[src/rtl/stor_irq_pkg.sv]
package stor_irq_pkg;

  localparam int unsigned REG_W   = 32;
  localparam int unsigned NUM_ERR = 5;

  typedef enum logic [2:0] {
    FRM_D2H = 3'd0,
    FRM_PIO = 3'd1,
    FRM_DMA = 3'd2,
    FRM_SDB = 3'd3,
    FRM_UNK = 3'd4
  } frm_type_e;

  localparam int unsigned BIT_D2H = 0;
  localparam int unsigned BIT_PIO = 1;
  localparam int unsigned BIT_DMA = 2;
  localparam int unsigned BIT_SDB = 3;
  localparam int unsigned BIT_UNK = 4;

  // overflow, iface non-fatal, hb data, hb fatal, task file
  localparam int unsigned ERR_POS [NUM_ERR] = '{24, 26, 27, 29, 30};

  function automatic logic [REG_W-1:0] calc_err_mask();
    logic [REG_W-1:0] m;
    m = '0;
    for (int i = 0; i < NUM_ERR; i++) m[ERR_POS[i]] = 1'b1;
    return m;
  endfunction

  localparam logic [REG_W-1:0] ERR_MASK  = calc_err_mask();
  localparam logic [REG_W-1:0] FRM_MASK  = REG_W'(32'h0000_001F);
  localparam logic [REG_W-1:0] IMPL_MASK = ERR_MASK | FRM_MASK;
  localparam logic [REG_W-1:0] W1C_MASK  = IMPL_MASK & ~(REG_W'(1) << BIT_UNK);
  localparam logic [REG_W-1:0] ENA_MASK  = IMPL_MASK;

endpackage

[src/rtl/stor_irq_status.sv]
module stor_irq_status
  import stor_irq_pkg::*;
(
  input  logic               clk_i,
  input  logic               rst_ni,
  input  logic               frm_post_i,
  input  logic [2:0]         frm_type_i,
  input  logic               frm_iflag_i,
  input  logic               pio_done_i,
  input  logic [NUM_ERR-1:0] err_set_i,
  input  logic               diag_unk_clr_i,
  input  logic [REG_W-1:0]   w1c_i,
  output logic [REG_W-1:0]   sts_o
);

  logic [REG_W-1:0] sts_q, sts_d, set_v, clr_v;
  logic             pio_pend_q, pio_pend_d;
  logic             pio_post;
  logic             pio_hit;

  assign pio_post = frm_post_i && frm_iflag_i && (frm_type_i == FRM_PIO);
  assign pio_hit  = pio_done_i && (pio_pend_q || pio_post);

  always_comb begin
    pio_pend_d = pio_pend_q;
    if (pio_hit)       pio_pend_d = 1'b0;
    else if (pio_post) pio_pend_d = 1'b1;
  end

  always_comb begin
    set_v          = '0;
    set_v[BIT_D2H] = frm_post_i && frm_iflag_i && (frm_type_i == FRM_D2H);
    set_v[BIT_PIO] = pio_hit;
    set_v[BIT_DMA] = frm_post_i && frm_iflag_i && (frm_type_i == FRM_DMA);
    set_v[BIT_SDB] = frm_post_i && frm_iflag_i && (frm_type_i == FRM_SDB);
    set_v[BIT_UNK] = frm_post_i && (frm_type_i == FRM_UNK);
    for (int i = 0; i < NUM_ERR; i++) set_v[ERR_POS[i]] = err_set_i[i];
  end

  always_comb begin
    clr_v          = w1c_i & W1C_MASK;
    clr_v[BIT_UNK] = diag_unk_clr_i;
  end

  // set wins over clear
  assign sts_d = ((sts_q & ~clr_v) | set_v) & IMPL_MASK;

  always_ff @(posedge clk_i or negedge rst_ni) begin
    if (!rst_ni) begin
      sts_q      <= '0;
      pio_pend_q <= 1'b0;
    end else begin
      sts_q      <= sts_d;
      pio_pend_q <= pio_pend_d;
    end
  end

  assign sts_o = sts_q;

endmodule

[src/rtl/stor_irq_enable.sv]
module stor_irq_enable
  import stor_irq_pkg::*;
(
  input  logic             clk_i,
  input  logic             rst_ni,
  input  logic             we_i,
  input  logic [REG_W-1:0] wdata_i,
  output logic [REG_W-1:0] ena_o
);

  logic [REG_W-1:0] ena_q;

  for (genvar g = 0; g < REG_W; g++) begin : g_bit
    if (ENA_MASK[g]) begin : g_rw
      always_ff @(posedge clk_i or negedge rst_ni) begin
        if (!rst_ni)   ena_q[g] <= 1'b0;
        else if (we_i) ena_q[g] <= wdata_i[g];
      end
    end else begin : g_zero
      assign ena_q[g] = 1'b0;
    end
  end

  assign ena_o = ena_q;

endmodule

[src/rtl/stor_irq_combine.sv]
module stor_irq_combine
  import stor_irq_pkg::*;
(
  input  logic             clk_i,
  input  logic             rst_ni,
  input  logic             gie_i,
  input  logic [REG_W-1:0] sts_i,
  input  logic [REG_W-1:0] ena_i,
  output logic             irq_o
);

  logic irq_q;

  always_ff @(posedge clk_i or negedge rst_ni) begin
    if (!rst_ni) irq_q <= 1'b0;
    else         irq_q <= gie_i && (|(sts_i & ena_i));
  end

  assign irq_o = irq_q;

endmodule

[src/rtl/stor_port_irq.sv]
module stor_port_irq
  import stor_irq_pkg::*;
#(
  parameter int unsigned ADDR_W  = 4,
  parameter int unsigned STS_OFF = 0,
  parameter int unsigned ENA_OFF = 4
) (
  input  logic               clk_i,
  input  logic               rst_ni,
  input  logic               frm_post_i,
  input  logic [2:0]         frm_type_i,
  input  logic               frm_iflag_i,
  input  logic               pio_done_i,
  input  logic [NUM_ERR-1:0] err_set_i,
  input  logic               diag_unk_clr_i,
  input  logic               gie_i,
  input  logic [ADDR_W-1:0]  reg_addr_i,
  input  logic               reg_we_i,
  input  logic [REG_W-1:0]   reg_wdata_i,
  output logic [REG_W-1:0]   reg_rdata_o,
  output logic               irq_o
);

  localparam logic [ADDR_W-1:0] STS_A = ADDR_W'(STS_OFF);
  localparam logic [ADDR_W-1:0] ENA_A = ADDR_W'(ENA_OFF);

  logic             sel_sts, sel_ena;
  logic [REG_W-1:0] sts_q, ena_q, w1c;

  assign sel_sts = (reg_addr_i == STS_A);
  assign sel_ena = (reg_addr_i == ENA_A);
  assign w1c     = (reg_we_i && sel_sts) ? reg_wdata_i : '0;

  stor_irq_status i_status (
    .clk_i          (clk_i),
    .rst_ni         (rst_ni),
    .frm_post_i     (frm_post_i),
    .frm_type_i     (frm_type_i),
    .frm_iflag_i    (frm_iflag_i),
    .pio_done_i     (pio_done_i),
    .err_set_i      (err_set_i),
    .diag_unk_clr_i (diag_unk_clr_i),
    .w1c_i          (w1c),
    .sts_o          (sts_q)
  );

  stor_irq_enable i_enable (
    .clk_i   (clk_i),
    .rst_ni  (rst_ni),
    .we_i    (reg_we_i && sel_ena),
    .wdata_i (reg_wdata_i),
    .ena_o   (ena_q)
  );

  stor_irq_combine i_combine (
    .clk_i  (clk_i),
    .rst_ni (rst_ni),
    .gie_i  (gie_i),
    .sts_i  (sts_q),
    .ena_i  (ena_q),
    .irq_o  (irq_o)
  );

  always_comb begin
    reg_rdata_o = '0;
    if (sel_sts)      reg_rdata_o = sts_q;
    else if (sel_ena) reg_rdata_o = ena_q;
  end

endmodule

[config.mk]
export PLATFORM = sky130hd
export DESIGN_NAME = stor_port_irq
export DESIGN_NICKNAME = d
export VERILOG_FILES = /design/src/rtl/stor_irq_pkg.sv /design/src/rtl/stor_irq_status.sv /design/src/rtl/stor_irq_enable.sv /design/src/rtl/stor_irq_combine.sv /design/src/rtl/stor_port_irq.sv
export SDC_FILE = /design/constraint.sdc
export NUM_CORES = 1
export LEC_CHECK = 0
export BUFFER_PORTS_ARGS = -buffer_cell sky130_fd_sc_hd__clkbuf_2
export CORE_ASPECT_RATIO = 1.4
export CORE_MARGIN = 5
export CORE_UTILIZATION = 37
export CTS_CLUSTER_SIZE = 10
export DETAILED_ROUTE_END_ITERATION = 6
export PLACE_DENSITY = 0.8
export SKIP_CTS_REPAIR_TIMING = 1
export SYNTH_ARGS = -nofsm -noshare
export SYNTH_HDL_FRONTEND = slang
export SYNTH_SLANG_ARGS = --single-unit
[constraint.sdc]
create_clock -name clk_i -period 1.2 [get_ports clk_i]
set_clock_uncertainty 0.05 [all_clocks]
set_input_delay 0.24 -clock clk_i [delete_from_list [all_inputs] [get_ports clk_i]]
set_output_delay 0.24 -clock clk_i [all_outputs]
set_load 0.005 [all_outputs]
==> impl_metrics.csv, run 1 <==
group,metric,value,unit
synthesis,async_flop_share,1.00,
setup_path,crit_chain,"buf_4 -> a22o_1 -> clkbuf_2",
clock_network,htreeDepth,1,
setup_path,reg2reg_from,"i_status.sts_o[0]",
setup_path,critPathArrivalTime,1090,ps
cells_and_area,final_nets,224,
synthesis,syn-cell-area,0.00126,sq mm
setup_path,cpPeakStageDelay,380,ps
sta,setup_viol,10,
placement,gp_congestion,0.728,
setup_path,critPathTopFamily,"flip-flops",
sta,fin_crit,1380,ps
floorplanning,fp.dieArea,0.00469,sq mm
global_route,track_usage,0.115,
global_route,grt_max_degree,23,
floorplanning,ios,85,
setup_path,end_kind,"output port",
global_route,grt_overflow,0,
cells_and_area,final_core_util,0.489,
route,drtPass1Iterations,2,
power_and_ir_drop,power,2.07,mW
route,wl,2770,um
setup_path,cp_max_fo,2,
placement,port_buffers,40,
power_and_ir_drop,irDropWorstVdd,0.637,mV
route,ant_nets,0,
cells_and_area,layout-drive-gt1-share,0.439,
route,drtIter0Drc,27,
route,post_drt_wl_per_cell,13.1,um
sta,rsz0062_at_grt,"true",
hold_path,hp-start,"pio_done_i",
setup_path,path_buf_inv,2,
sta,hold_viol,0,
sta,slew_headroom,0.643,
synthesis,synthCells,119,
hold_path,hold_class,"input pin to register",
synthesis,synth_warnings,0,
global_route,grt_pass1_vias,996,
synthesis,synth-seq-cells,22,
power_and_ir_drop,power_density,1260,mW/mm^2
clock_network,clk_pin_slew,80,ps
floorplanning,core,0.00335,sq mm
clock_network,cts_buffers,3,
cells_and_area,syn_to_final_growth,29.9,%
clock_network,cts_root_buf,"clkbuf_8",
setup_path,path_class,"register to output port",
placement,dp_hpwl,2240,um
clock_network,clkLatencyLatePin,260,ps
clock_network,cts_tree,"yes",
synthesis,synth_edf_count,0,
route,via_per_inst,4.76,
floorplanning,start_util,0.377,
cells_and_area,diodes,0,
floorplanning,fp.dieH,79.1,um
power_and_ir_drop,leakagePower,0.822,nW
sta,drv_slew,0,
global_route,antenna_found_initial,0,
floorplanning,fp-row-count,25,
synthesis,synth_seq_area_share,0.437,
synthesis,synthDistinctLibCells,25,
route,route.detailed.drc,0,
clock_network,clkSinkCount,22,
sta,tightest_slew,535,ps
synthesis,avgSynthCellArea,10.6,sq um
synthesis,ys.flop_type,"dfrtp_1",
floorplanning,chipWidth,59.3,um
sta,hold_ws,89.7,ps
setup_path,cp-startpoint,"i_status.sts_o[0]",
setup_path,cp.required,910,ps
route,num_vias,1004,
sta,fmaxAchievable,727,MHz
setup_path,cpMaxStageDelayCell,"dfrtp_1",
status,violations,"negative setup slack",
run,cap_viol_max_count,0,
global_route,grt_first_pass_wirelength,4290,um
sta,fin_ws,-175,ps
setup_path,critPathLaunchType,"register",
sta,fin_crit_sh,1.15,
status,outcome,"complete, but fails checks",
clock_network,cts_max_path_buffers,2,
layout by cell type, fill, tap and decap left out, drive strengths merged:
| cell | Yosys | routed |
|---|---|---|
| conb | 1 | 22 |
| and2 | 1 | 1 |
| buf | 23 | 14 |
| nand2 | 4 | 4 |
| dlygate4sd3 | 0 | 1 |
| a22oi | 1 | 1 |
| nand3 | 3 | 3 |
| a22o | 12 | 12 |
| o21ai | 4 | 4 |
| clkbuf | 1 | 39 |
| and3b | 1 | 1 |
| nand2b | 1 | 1 |
| a221oi | 2 | 2 |
| mux2 | 10 | 10 |
| inv | 12 | 12 |
| dfrtp | 22 | 22 |
| bufinv | 0 | 1 |
| nor3 | 1 | 1 |
| o31ai | 3 | 3 |
| nor4 | 1 | 1 |
| a31oi | 7 | 7 |
| nor2 | 8 | 8 |
| or4b | 1 | 1 |
stage by stage:
stage          TNS [ps]  setup WS, ps  instances  instance area (sq um)
2_1_floorplan      -132         -43.6        140                   1350
3_3_place_gp      -5330          -268        205                   1500
3_5_place_dp      -5810          -278        205                   1500
4_1_cts           -2650          -281        209                   1580
5_1_grt           -2050          -216        211                   1640
6_report          -1550          -175        211                   1640
per-layer routing:
layer | up-vias | global-route usage | wire length, um
met2 | 38 | 0.195 | 1440
li1 | 481 | - | -
met5 | - | 0 | 0
met1 | 483 | 0.141 | 1060
met4 | 0 | 0.0408 | 20
met3 | 2 | 0.0244 | 248
cell usage after synthesis (all sizes together) (2+ instances only):
library cell | n | area, sq um
buf | 23 | 170
dfrtp | 22 | 551
a22o | 12 | 105
inv | 12 | 45.0
mux2 | 10 | 113
nor2 | 8 | 37.5
a31oi | 7 | 43.8
nand2 | 4 | 15.0
o21ai | 4 | 20.0
nand3 | 3 | 20.0
o31ai | 3 | 37.5
a221oi | 2 | 17.5
report_power, final:
part           switching [mW]  internal, mW
Clock                   0.235         0.445
Sequential              0.110         0.862
Combinational           0.176         0.239
state kept, by name, indices dropped and copies added (netlist names):
| name | count |
|---|---|
| i_combine.irq_o | 1 |
| i_status.sts_o | 10 |
| i_enable.ena_o | 10 |
| i_status.pio_pend_q | 1 |
cell families (layout without fill, tap and decap cells):
family / Yosys count / after routing / share of synthesized area
mux: 10 / 10 / 0.0893
flops: 22 / 22 / 0.437
buf+inv: 36 / 67 / 0.182
simple gates: 21 / 21 / 0.106
other cells: 1 / 22 / 0.00297
compound gates: 29 / 29 / 0.184
worst paths after layout:
check | endpoint | slack (ps) | cells past startpoint
worst min register to register | i_status.pio_pend_q | 450 | 2
worst min-delay path | i_status.pio_pend_q | 90 | 2
worst max-delay path | reg_rdata_o[0] | -180 | 3
max in group asynchronous | i_status.pio_pend_q | 300 | 2
min in group asynchronous | i_status.sts_o[24] | 440 | 2
worst max register to register | i_combine.irq_o | 40 | 4
layout make-up:
class,count,area (sq um)
flip-flops and latches,22,551
clock buffers,3,41.3
clock inverters,1,30.0
multi-input cells,82,596
fillers,325,1710
repair buffers,51,325
well taps,40,50.0
inverters,12,45.0
No activity file was read; power rests on OpenSTA's default activity.
==> inputs of run 2 (changes only) <==
Settings changed: BUFFER_PORTS_ARGS -buffer_cell sky130_fd_sc_hd__clkbuf_2 to -buffer_cell sky130_fd_sc_hd__buf_2.
==> run 2 against run 1 <==
The run still ends with negative setup slack left. Worst setup slack lost 4.9 ps. Register-to-register slack better by 50 ps. Largest power group unchanged. Critical path type unchanged. Combinational power down 4%. Core utilization decreased by 1.1 points. Maximum frequency decreased by 0.36%. Via count down 1.3%. Hold slack better by 4.6 ps.
==> impl_metrics.csv, run 2 (synthesis results as in run 1) <==
group,metric,value,unit
floorplanning,fp.dieH,79.1,um
sta,drv_slew,0,
setup_path,cp_max_fo,2,
clock_network,clkLatencyLatePin,250,ps
floorplanning,start_util,0.377,
route,via_per_inst,4.74,
power_and_ir_drop,power_density,1170,mW/mm^2
hold_path,hold_end,"i_status.pio_pend_q",
hold_path,hold_depth,2,
placement,gp_congestion,0.735,
placement,dp_hpwl,2270,um
power_and_ir_drop,power,1.87,mW
sta,fmaxAchievable,725,MHz
setup_path,critPathLaunchType,"register",
route,drtIter0Drc,41,
sta,fin_ws,-180,ps
power_and_ir_drop,comb_power_share,0.212,
hold_path,hold_class,"input pin to register",
sta,fin_crit,1380,ps
global_route,grt_max_degree,23,
global_route,grt_pass1_vias,986,
cells_and_area,final_nets,222,
setup_path,r2r-end,"i_combine.irq_o",
power_and_ir_drop,irDropWorstVdd,0.683,mV
sta,hold_viol,0,
cells_and_area,final_common_cell,"buf_2",
setup_path,path_class,"register to output port",
clock_network,cts_root_buf,"clkbuf_8",
floorplanning,ios,85,
clock_network,clkSinkCount,22,
route,drtPass1Iterations,4,
sta,setup_viol,11,
setup_path,reg2reg_from,"i_enable.ena_o[27]",
global_route,antenna_found_initial,0,
status,outcome,"complete, but fails checks",
cells_and_area,diodes,0,
route,wl,2820,um
sta,fin_crit_sh,1.15,
floorplanning,fp.dieArea,0.00469,sq mm
setup_path,rr_worst_depth,3,
setup_path,cp-startpoint,"i_status.sts_o[4]",
clock_network,htreeDepth,1,
floorplanning,chipWidth,59.3,um
clock_network,cts_max_path_buffers,2,
route,route.detailed.drc,0,
setup_path,critPathArrivalTime,1090,ps
power_and_ir_drop,leakagePower,0.804,nW
power_and_ir_drop,p_clk_frac,0.272,
sta,rsz0062_at_grt,"true",
power_and_ir_drop,power.switching,491,uW
cells_and_area,final_cell_mix,"buf_2 (38), conb_1 (22), dfrtp_1 (22), a22o_1 (12), inv_1 (12)",
power_and_ir_drop,p_sw_frac,0.262,
placement,port_buffers,40,
setup_path,cp.required,910,ps
floorplanning,fp-row-count,25,
global_route,grt_overflow,0,
cells_and_area,layout-drive-gt1-share,0.438,
route,num_vias,991,
floorplanning,core,0.00335,sq mm
clock_network,cts_tree,"yes",
power_and_ir_drop,intPower,1.38,mW
setup_path,r2r_setup_slack,90,ps
cells_and_area,final_core_util,0.478,
run,cap_viol_max_count,0,
hold_path,hp-start,"pio_done_i",
route,post_drt_wl_per_cell,13.5,um
clock_network,cts_buffers,3,
setup_path,end_kind,"output port",
global_route,track_usage,0.122,
power_and_ir_drop,power_frac_seq,0.516,
clock_network,clk_pin_slew,70,ps
status,violations,"negative setup slack",
global_route,grt_first_pass_wirelength,4410,um
route,ant_nets,0,
cells_and_area,syn_to_final_growth,26.9,%
placement,place_ws,-278,ps
-- run 2: cell types whose count changed in the layout (fill, tap and decap cells not counted), sizes merged --
cell and delta:
bufinv -1, buf +34, clkbuf -35
-- run 2: metal layers --
| layer | up-vias | part of all wire | GRT usage |
|---|---|---|---|
| met1 | 472 | 0.37 | 0.150 |
| met4 | 0 | 0.0071 | 0.0340 |
| li1 | 475 | - | - |
| met5 | - | 0 | 0 |
| met3 | 2 | 0.085 | 0.0211 |
| met2 | 42 | 0.54 | 0.213 |
-- run 2: layout make-up --
cell class                 instances  area [sq um]
clock buffer                       4          55.1
fill                             337          1750
inverter                          12          45.0
multi-input combinational         82           593
sequential                        22           551
tap                               40          50.0
timing repair buffer              49           307
-- run 2: power groups by stage --
stage | sequential [mW] | clock (mW) | combinational [mW]
6_report | 0.967 | 0.509 | 0.397
5_1_grt | 0.986 | 0.552 | 0.446
4_1_cts | 0.956 | 0.528 | 0.376
3_5_place_dp | 0.971 | 0 | 0.373
3_3_place_gp | 0.965 | 0 | 0.360
2_1_floorplan | 0.945 | 0 | 0.271
-- run 2: worst max path at each step --
stage	to	slack, ps	depth (start not counted)
after global placement	reg_rdata_o[0]	-270	6
after global routing	reg_rdata_o[0]	-260	5
final	reg_rdata_o[4]	-180	3
after CTS	reg_rdata_o[4]	-280	6
after detailed placement	i_status.sts_o[27]	-280	4
after floorplan	i_status.sts_o[2]	-40	3
-- run 2: worst max-delay path: stages (launching register included) --
cell and delay (ps):
dfrtp_1 380, buf_4 140, a22o_1 190, buf_2 120
-- run 2: per-stage QoR --
stage	hold slack (ps)	setup TNS, ps	std cells	cell area [sq um]
4_1_cts	-96.3	-2610	209	1560
6_report	94.3	-1500	209	1600
3_5_place_dp	184	-5850	205	1500
5_1_grt	96.1	-2330	209	1600
3_3_place_gp	177	-5380	205	1500
2_1_floorplan	-106	-132	140	1350
==> inputs of run 3 (changes only) <==
Settings changed: ABC_AREA set to 1, CORE_UTILIZATION 37 to 35, PLACE_DENSITY 0.8 to 0.76.
==> run 3 against run 2 <==
The flow still finishes with violations (negative setup slack). Power grew 12%. Routed wire length grew 14%. Combinational power grew 19%. Final cell count grew 31%. Die area grew 7.4%. Critical path type is now input pin to output port. Highest routed layer unchanged.
==> impl_metrics.csv, run 3 <==
group,metric,value,unit
status,outcome,"complete, but fails checks",
status,violations,"negative setup slack",
synthesis,ys.flop_type,"dfrtp_1",
power_and_ir_drop,p_sw_frac,0.278,
cells_and_area,stdcell_count,274,
power_and_ir_drop,irDropWorstVdd,0.614,mV
floorplanning,start_util,0.359,
sta,slew_headroom,0.654,
route,route.detailed.drc,0,
cells_and_area,final_nets,285,
placement,dp_hpwl,2330,um
global_route,antenna_found_initial,0,
floorplanning,fp.dieArea,0.00504,sq mm
clock_network,cts_buffers,3,
global_route,track_usage,0.126,
placement,place_area,0.00150,sq mm
placement,gp_congestion,0.777,
setup_path,end_kind,"output port",
setup_path,path_class,"input pin to output port",
placement,port_buffers,40,
hold_path,hold_end,"i_status.pio_pend_q",
cells_and_area,syn_to_final_growth,33.4,%
setup_path,cp_max_fo,6,
sta,fin_crit_sh,1.08,
floorplanning,fp.dieH,82.0,um
clock_network,clkSinkCount,22,
power_and_ir_drop,leakagePower,0.970,nW
synthesis,yosysTopAreaCell,"dfrtp_1",
cells_and_area,final_common_cell,"nand2_1",
synthesis,synth_seq_area_share,0.424,
setup_path,cp.required,910,ps
synthesis,synth-seq-cells,22,
route,drtPass1Iterations,4,
setup_path,critPathArrivalTime,1010,ps
clock_network,clk_pin_slew,80,ps
route,ant_nets,0,
setup_path,reg2reg_from,"i_enable.ena_o[3]",
global_route,grt_overflow,0,
setup_path,r2r-end,"i_combine.irq_o",
power_and_ir_drop,p_clk_frac,0.329,
global_route,grt_first_pass_wirelength,4750,um
route,num_vias,1224,
clock_network,cts_max_path_buffers,2,
route,post_drt_wl_per_cell,11.7,um
setup_path,r2r_setup_slack,130,ps
clock_network,cts_root_buf,"clkbuf_8",
global_route,grt_max_degree,23,
placement,placed_cells,259,
synthesis,syn-cell-area,0.00130,sq mm
synthesis,async_flop_share,1.00,
synthesis,synth_top_area_frac,0.424,
cells_and_area,diodes,0,
power_and_ir_drop,power_frac_seq,0.446,
floorplanning,chipWidth,61.5,um
synthesis,synthDistinctLibCells,18,
power_and_ir_drop,power,2.10,mW
synthesis,synth_most_common_cell,"nand2_1",
sta,fmaxAchievable,768,MHz
clock_network,clkLatencyLatePin,260,ps
synthesis,synth_area_leaders,"dfrtp_1 (42%), nand2_1 (16%), buf_4 (14%)",
sta,hold_viol,0,
setup_path,rr_worst_depth,7,
synthesis,synth_warnings,0,
sta,tightest_slew,520,ps
synthesis,avgSynthCellArea,7.46,sq um
cells_and_area,layout-drive-gt1-share,0.345,
setup_path,critPathLaunchType,"input pin",
hold_path,hold_depth,2,
power_and_ir_drop,intPower,1.52,mW
power_and_ir_drop,power_density,1210,mW/mm^2
power_and_ir_drop,comb_power_share,0.225,
synthesis,synth_edf_count,0,
clock_network,cts_tree,"yes",
cells_and_area,stdcell_area,0.00173,sq mm
hold_path,hp-start,"pio_done_i",
floorplanning,fp-row-count,26,
power_and_ir_drop,power.switching,583,uW
sta,drv_slew,0,
global_route,grt_pass1_vias,1131,
hold_path,hold_class,"input pin to register",
sta,fin_ws,-101,ps
synthesis,synth_common_cells,"nand2_1 (57), buf_4 (24), dfrtp_1 (22), inv_1 (22), o21ai_0 (15)",
cells_and_area,final_cell_mix,"nand2_1 (57), buf_2 (38), conb_1 (22), dfrtp_1 (22), inv_1 (20)",
clock_network,htreeDepth,1,
route,via_per_inst,4.47,
sta,setup_viol,10,
floorplanning,core,0.00361,sq mm
route,drtIter0Drc,16,
route,wl,3210,um
synthesis,synthCells,174,
floorplanning,ios,85,
run,cap_viol_max_count,0,
sta,rsz0062_at_grt,"true",
sta,fin_crit,1300,ps
## run 3: power by group through the flow
stage | clock network [mW] | registers (mW) | logic, mW
5_1_grt | 0.735 | 0.947 | 0.549
4_1_cts | 0.699 | 0.929 | 0.378
2_1_floorplan | 0 | 0.927 | 0.280
3_5_place_dp | 0 | 0.943 | 0.374
6_report | 0.690 | 0.937 | 0.473
3_3_place_gp | 0 | 0.935 | 0.367
## run 3: layer usage
layer | GRT usage | routed length (um) | vias to the layer above
li1 | - | - | 611
met1 | 0.144 | 1210 | 558
met2 | 0.213 | 1650 | 47
met3 | 0.0267 | 265 | 8
met4 | 0.0701 | 77 | 0
met5 | 0 | 0 | -
## run 3: critical path: stages
cell     delay [ps]
buf_6           100
nor2_4          120
buf_4           180
nand2_4          80
o22ai_1         160
buf_2           140
## run 3: layout make-up
cell class / instances / area, sq um
clock buffer: 3 / 41.3
clock inverter: 1 / 30.0
fill: 375 / 1880
inverter: 22 / 82.6
multi-input combinational: 125 / 608
sequential: 22 / 551
tap: 42 / 52.6
timing repair buffer: 59 / 365
## run 3: metrics by stage
stage                     hold WS (ps)  setup WS (ps)  utilization  TNS, ps
after global routing              75.1           -136        0.479    -1030
final                             76.2           -101        0.479     -444
after global placement             181           -200        0.415    -2960
after CTS                         -106           -198        0.435    -1490
after floorplan                   -106            153            -        0
after detailed placement           184           -186        0.415    -2910
## run 3: cell families (layout without fill, tap and decap cells)
family | count (synthesis) | in the layout | synth area share
and+or+nand+nor | 81 | 81 | 0.277
other | 1 | 22 | 0.00289
buffers and inverters | 48 | 85 | 0.210
AOI/OAI and AO/OA | 22 | 22 | 0.0858
DFF | 22 | 22 | 0.424
## run 3: how the worst max path moves through the flow
stage	to	from	cells past startpoint	slack [ps]
2_1_floorplan	reg_rdata_o[0]	reg_addr_i[1]	4	150
3_3_place_gp	reg_rdata_o[0]	reg_addr_i[1]	6	-200
3_5_place_dp	reg_rdata_o[0]	reg_addr_i[1]	6	-190
4_1_cts	reg_rdata_o[30]	reg_addr_i[1]	6	-200
5_1_grt	reg_rdata_o[0]	reg_addr_i[3]	6	-140
6_report	reg_rdata_o[4]	reg_addr_i[1]	6	-100
